[src/rtl/uart_irq_pkg.sv]
package uart_irq_pkg;

  localparam int NUM_SRC  = 6;
  localparam int NUM_STKY = 4;
  localparam int EN_W     = 6;
  localparam int ID_W     = 4;
  localparam int IDX_W    = $clog2(NUM_SRC);

  // Report order: index 0 is the most urgent cause.
  typedef enum logic [IDX_W-1:0] {
    SRC_LINE    = 3'd0,
    SRC_RXDATA  = 3'd1,
    SRC_RXTO    = 3'd2,
    SRC_TXEMPTY = 3'd3,
    SRC_MODEM   = 3'd4,
    SRC_FLOW    = 3'd5
  } src_e;

  // Enable bit positions as seen by the host.
  localparam int EN_RXDATA  = 0;
  localparam int EN_TXEMPTY = 1;
  localparam int EN_LINE    = 2;
  localparam int EN_RXTO    = 3;
  localparam int EN_MODEM   = 4;
  localparam int EN_FLOW    = 5;

  // Positions inside the sticky pending bank.
  localparam int STK_RXTO    = 0;
  localparam int STK_TXEMPTY = 1;
  localparam int STK_MODEM   = 2;
  localparam int STK_FLOW    = 3;
  localparam logic [NUM_STKY-1:0] STK_RST = 4'b0010;

  localparam logic [ID_W-1:0] ID_NONE    = 4'b0001;
  localparam logic [ID_W-1:0] ID_LINE    = 4'b0110;
  localparam logic [ID_W-1:0] ID_RXDATA  = 4'b0100;
  localparam logic [ID_W-1:0] ID_RXTO    = 4'b1100;
  localparam logic [ID_W-1:0] ID_TXEMPTY = 4'b0010;
  localparam logic [ID_W-1:0] ID_MODEM   = 4'b0000;
  localparam logic [ID_W-1:0] ID_FLOW    = 4'b1110;

  function automatic logic [ID_W-1:0] code_of(input int idx);
    case (idx)
      SRC_LINE:    code_of = ID_LINE;
      SRC_RXDATA:  code_of = ID_RXDATA;
      SRC_RXTO:    code_of = ID_RXTO;
      SRC_TXEMPTY: code_of = ID_TXEMPTY;
      SRC_MODEM:   code_of = ID_MODEM;
      SRC_FLOW:    code_of = ID_FLOW;
      default:     code_of = ID_NONE;
    endcase
  endfunction

endpackage

[src/rtl/uart_irq_sticky_bank.sv]
module uart_irq_sticky_bank #(
  parameter int            N       = 4,
  parameter logic [N-1:0]  RST_VAL = '0
) (
  input  logic         clk,
  input  logic         rst_n,
  input  logic [N-1:0] set_i,
  input  logic [N-1:0] clr_i,
  output logic [N-1:0] pend_o
);

  for (genvar g = 0; g < N; g++) begin : g_bit
    always_ff @(posedge clk or negedge rst_n) begin
      if (!rst_n)
        pend_o[g] <= RST_VAL[g];
      else if (set_i[g])
        pend_o[g] <= 1'b1;          // a new event outranks a clear
      else if (clr_i[g])
        pend_o[g] <= 1'b0;
    end
  end

endmodule

[src/rtl/uart_irq_first_one.sv]
module uart_irq_first_one #(
  parameter int N = 6
) (
  input  logic [N-1:0] req_i,
  output logic [N-1:0] gnt_o,
  output logic         any_o
);

  logic [N:0] blocked;

  always_comb begin
    blocked[0] = 1'b0;
    for (int i = 0; i < N; i++) begin
      gnt_o[i]     = req_i[i] & ~blocked[i];
      blocked[i+1] = blocked[i] | req_i[i];
    end
    any_o = blocked[N];
  end

endmodule

[src/rtl/uart_irq_code_mux.sv]
module uart_irq_code_mux
  import uart_irq_pkg::*;
#(
  parameter int N = NUM_SRC
) (
  input  logic [N-1:0]    gnt_i,
  input  logic            any_i,
  output logic [ID_W-1:0] id_o
);

  logic [ID_W-1:0] merged;

  always_comb begin
    merged = '0;
    for (int i = 0; i < N; i++)
      if (gnt_i[i]) merged = merged | code_of(i);
    id_o = any_i ? merged : ID_NONE;
  end

endmodule

[src/rtl/uart_irq_arbiter.sv]
module uart_irq_arbiter
  import uart_irq_pkg::*;
(
  input  logic            clk,
  input  logic            rst_n,
  input  logic [EN_W-1:0] ier,
  input  logic            lsr_err,
  input  logic            rx_ready,
  input  logic            rx_timeout_evt,
  input  logic            rx_read,
  input  logic            thr_empty_evt,
  input  logic            thr_write,
  input  logic            modem_evt,
  input  logic            msr_read,
  input  logic            flow_evt,
  input  logic            iir_read,
  output logic            irq,
  output logic [ID_W-1:0] iir_id
);

  logic [NUM_STKY-1:0] stk_set, stk_clr, stk_pend;
  logic [NUM_SRC-1:0]  pend, en, req, gnt;
  logic                any;

  // Clear strokes; the identification read only retires the cause it names.
  always_comb begin
    stk_set = '0;
    stk_clr = '0;
    stk_set[STK_RXTO]    = rx_timeout_evt;
    stk_set[STK_TXEMPTY] = thr_empty_evt;
    stk_set[STK_MODEM]   = modem_evt;
    stk_set[STK_FLOW]    = flow_evt;
    stk_clr[STK_RXTO]    = rx_read;
    stk_clr[STK_TXEMPTY] = thr_write | (iir_read & gnt[SRC_TXEMPTY]);
    stk_clr[STK_MODEM]   = msr_read;
    stk_clr[STK_FLOW]    = iir_read & gnt[SRC_FLOW];
  end

  uart_irq_sticky_bank #(
    .N       (NUM_STKY),
    .RST_VAL (STK_RST)
  ) u_sticky (
    .clk    (clk),
    .rst_n  (rst_n),
    .set_i  (stk_set),
    .clr_i  (stk_clr),
    .pend_o (stk_pend)
  );

  // Map causes and enables into report order.
  always_comb begin
    pend[SRC_LINE]    = lsr_err;
    pend[SRC_RXDATA]  = rx_ready;
    pend[SRC_RXTO]    = stk_pend[STK_RXTO];
    pend[SRC_TXEMPTY] = stk_pend[STK_TXEMPTY];
    pend[SRC_MODEM]   = stk_pend[STK_MODEM];
    pend[SRC_FLOW]    = stk_pend[STK_FLOW];

    en[SRC_LINE]      = ier[EN_LINE];
    en[SRC_RXDATA]    = ier[EN_RXDATA];
    en[SRC_RXTO]      = ier[EN_RXTO];
    en[SRC_TXEMPTY]   = ier[EN_TXEMPTY];
    en[SRC_MODEM]     = ier[EN_MODEM];
    en[SRC_FLOW]      = ier[EN_FLOW];
  end

  assign req = pend & en;
  assign irq = |req;

  uart_irq_first_one #(
    .N (NUM_SRC)
  ) u_pick (
    .req_i (req),
    .gnt_o (gnt),
    .any_o (any)
  );

  uart_irq_code_mux #(
    .N (NUM_SRC)
  ) u_code (
    .gnt_i (gnt),
    .any_i (any),
    .id_o  (iir_id)
  );

endmodule

[config.mk]
export PLATFORM = sky130hd
export DESIGN_NAME = uart_irq_arbiter
export DESIGN_NICKNAME = d
export VERILOG_FILES = /design/src/rtl/uart_irq_pkg.sv /design/src/rtl/uart_irq_sticky_bank.sv /design/src/rtl/uart_irq_first_one.sv /design/src/rtl/uart_irq_code_mux.sv /design/src/rtl/uart_irq_arbiter.sv
export SDC_FILE = /design/constraint.sdc
export NUM_CORES = 1
export LEC_CHECK = 0
export ABC_CLOCK_PERIOD_IN_PS = 1700
export BUFFER_PORTS_ARGS = -buffer_cell sky130_fd_sc_hd__buf_2
export CAP_MARGIN = 10
export CORE_AREA = 2 2 39 41
export CTS_CLUSTER_SIZE = 14
export DETAILED_ROUTE_END_ITERATION = 12
export DIE_AREA = 0 0 41 43
export HOLD_SLACK_MARGIN = 0.1
export PLACE_DENSITY_LB_ADDON = 0.1
export SYNTH_ARGS = -nofsm -noshare
export SYNTH_HDL_FRONTEND = slang
export SYNTH_SLANG_ARGS = --single-unit
[constraint.sdc]
create_clock -name clk -period 1.7 [get_ports clk]
set_input_delay 0.51 -clock clk [delete_from_list [all_inputs] [get_ports clk]]
set_output_delay 0.51 -clock clk [all_outputs]
set_load 0.01 [all_outputs]
==> results.yml <==
detailed_routing:
  drt_iter0_markers: 6
  ant_nets: 0
  viasPerCell: 4.329
  dr.pass1.iters: 4
  vias: 342
  drcViolationCount: 0
  wl_per_cell_um: 9.215
  routed_wl_um: 728
synth:
  ys_types: 11
  ys_seq_area_frac: 0.4309
  ys_warn_count: 0
  syn_nets: 44
  netlist_area_um2: 235.2
  syn_inst: 26
  post_synth.cell_area_avg_um2: 9.047
  synth-seq-cells: 4
timing:
  layout_worst_path_cycle_share: 1.079
  finalSetupTns_ns: -0.5186
  maxSlewHeadroom: 0.8179
  whs_ns: 0.4545
  fin_crit_ns: 1.835
  clock_skew_ns: 0.005238
  rsz0062_at_grt: "yes"
  tightest_slew_ns: 0.2732
  maxSlewViolCount: 0
  hold_viol_final: 0
  max_freq_mhz: 545.1
  setup_slack_ns: -0.1345
  setup_viol: 5
status:
  status: "complete, but fails checks"
  violations: "negative setup slack"
final_layout:
  syn_to_final_growth_pct: 122.9
  largest_reg_flops: 4
  reg.largest.list: "u_sticky.pend_o x4"
  largest_register: "u_sticky.pend_o"
  final_area_um2: 524.3
  drive_above_1_share: 0.6349
  num-nets-final: 82
  diodes: 0
grt:
  overflow: 0
  track_usage: 0.1070
  grt_pass1_wl_mm: 1.248
  first_global_vias: 349
  antenna_found_initial: 0
  grt_max_degree: 5
place:
  place_area_um2: 430.4
  io_buffers: 22
  gp_congestion: 0.6460
  hpwl_um: 636.9
pwr:
  power_density_nw_per_um2: 647.1
  p_switching_uw: 85.20
  seqPwrFrac: 0.320
  ir_drop_mv: 0.3836
  p_leak_nw: 0.2766
  swShare: 0.2511
  total_power_uw: 339.3
  p_int_uw: 254.1
  clkPwrFrac: 0.372
  power_frac_comb: 0.308
worst_setup_path:
  cp-end-kind: "primary output"
  cp.required_ns: 1.19
  path_max_fanout: 3
  path_class: "in -> out"
  critPathArrivalTime_ns: 1.32
  r2r-start: "u_sticky.pend_o[0]"
  cp-startpoint: "ier[0]"
  startpoint_type: "input pin"
cts:
  cts_tree: "built"
  path_clk_slew_ns: 0.04
  cts_max_level: 1
  clock_sinks: 4
  cts_buffers: 3
  clk_latency_ns: 0.23
  cts-root-buf: "clkbuf_4"
  ctsLongestPathBuffers: 2
floorplan:
  initial_core_util: 0.1700
  core_area_um2: 1384
  die_w_um: 41
  fp.dieH_um: 43
  std_cell_rows: 14
  io_pins: 23
  dieArea_um2: 1763
worst_hold_path:
  hold_path_class: "in -> reg"
  holdCritStartpoint: "modem_evt"
run:
  maxCapViolations: 0
-- cells in the mapped netlist --
cell type  count  share of area
a21o_1         3          0.096
nand2_1        5          0.080
nand4_1        1          0.027
a22oi_1        1          0.032
dfrtp_1        3           0.32
a222oi_1       2          0.085
a31o_1         1          0.037
a32o_1         2          0.085
dfstp_2        1           0.11
nand3_1        3          0.064
inv_1          4          0.064
-- placed cells by master, fill, tap and decap left out --
| cell type | instances |
|---|---|
| dfstp_2 | 1 |
| nand3_1 | 1 |
| nand3_2 | 1 |
| inv_1 | 3 |
| dfrtp_1 | 3 |
| a222oi_1 | 2 |
| buf_4 | 10 |
| a32o_1 | 2 |
| nand2_1 | 5 |
| nand4_1 | 1 |
| a21o_1 | 3 |
| buf_6 | 4 |
| nand3_4 | 1 |
| clkbuf_1 | 1 |
| a31o_1 | 1 |
| dlygate4sd3_1 | 1 |
| clkbuf_4 | 3 |
| a22oi_2 | 1 |
| buf_2 | 18 |
| inv_2 | 1 |
-- per-stage QoR --
stage                       util  cells  setup slack [ns]
after detailed placement  0.3110     72           -0.2045
after floorplan                -     26           -0.1311
after global placement    0.3110     72           -0.1947
final                     0.3788     79           -0.1345
after CTS                 0.3734     78           -0.1385
after global routing      0.3788     79           -0.2215
-- cell type report --
class,count,area [um2]
clock buffer,4,26.28
fill,152,859.6
inverter,4,15.01
multi-input combinational,18,141.4
sequential,4,101.3
tap,16,20.02
timing repair buffer,33,220.2
-- timing repair --
| action | 4_1_cts | 5_1_grt |
|---|---|---|
| setup buffers | 1 | 1 |
| resized for setup | 7 | 0 |
| hold buffers | 1 | 0 |
| setup endpoints to repair | 5 | 5 |
| hold endpoints to repair | 3 | 0 |
| pin swaps | 7 | 2 |
| cloned | 0 | 0 |
-- kinds of logic (layout without fill, tap and decap cells) --
kind of cell / count (synthesis) / in the layout / share of synthesized area
flip-flops: 4 / 4 / 0.4309
AND/OR/NAND/NOR: 9 / 9 / 0.1702
buffers and inverters: 4 / 41 / 0.06381
AO/OA/AOI/OAI: 9 / 9 / 0.3351
-- power by group through the flow --
| stage | sequential (mW) | combinational, mW | clock [mW] |
|---|---|---|---|
| 4_1_cts | 0.109 | 0.104 | 0.135 |
| 3_3_place_gp | 0.110 | 0.0890 | 0 |
| 3_5_place_dp | 0.110 | 0.0886 | 0 |
| 6_report | 0.109 | 0.104 | 0.126 |
| 2_1_floorplan | 0.108 | 0.0318 | 0 |
| 5_1_grt | 0.110 | 0.115 | 0.141 |
-- path summary, 6_finish.rpt --
path                                           end  slack, ns  cells after the start
worst max-delay path                     iir_id[0]      -0.13                      6
worst min-delay path            u_sticky.pend_o[2]       0.45                      2
worst max register to register  u_sticky.pend_o[3]       0.36                      5
worst min register to register  u_sticky.pend_o[0]       0.52                      1
max in group asynchronous       u_sticky.pend_o[1]       0.90                      2
min in group asynchronous       u_sticky.pend_o[2]       0.60                      2
-- worst max-delay path: stages --
cell and delay (ns):
buf_6 0.09, a222oi_1 0.32, buf_4 0.19, nand3_4 0.07, inv_2 0.05, buf_6 0.09
-- metal layers --
layer / up-vias / share of wire / GRT usage
met2: 11 / 0.55 / 0.1719
met4: 0 / 0 / 0.08000
met3: 0 / 0.060 / 0.03141
met5: - / 0 / 0
li1: 175 / - / -
met1: 156 / 0.39 / 0.1078
(Power assumes the default switching activity.)
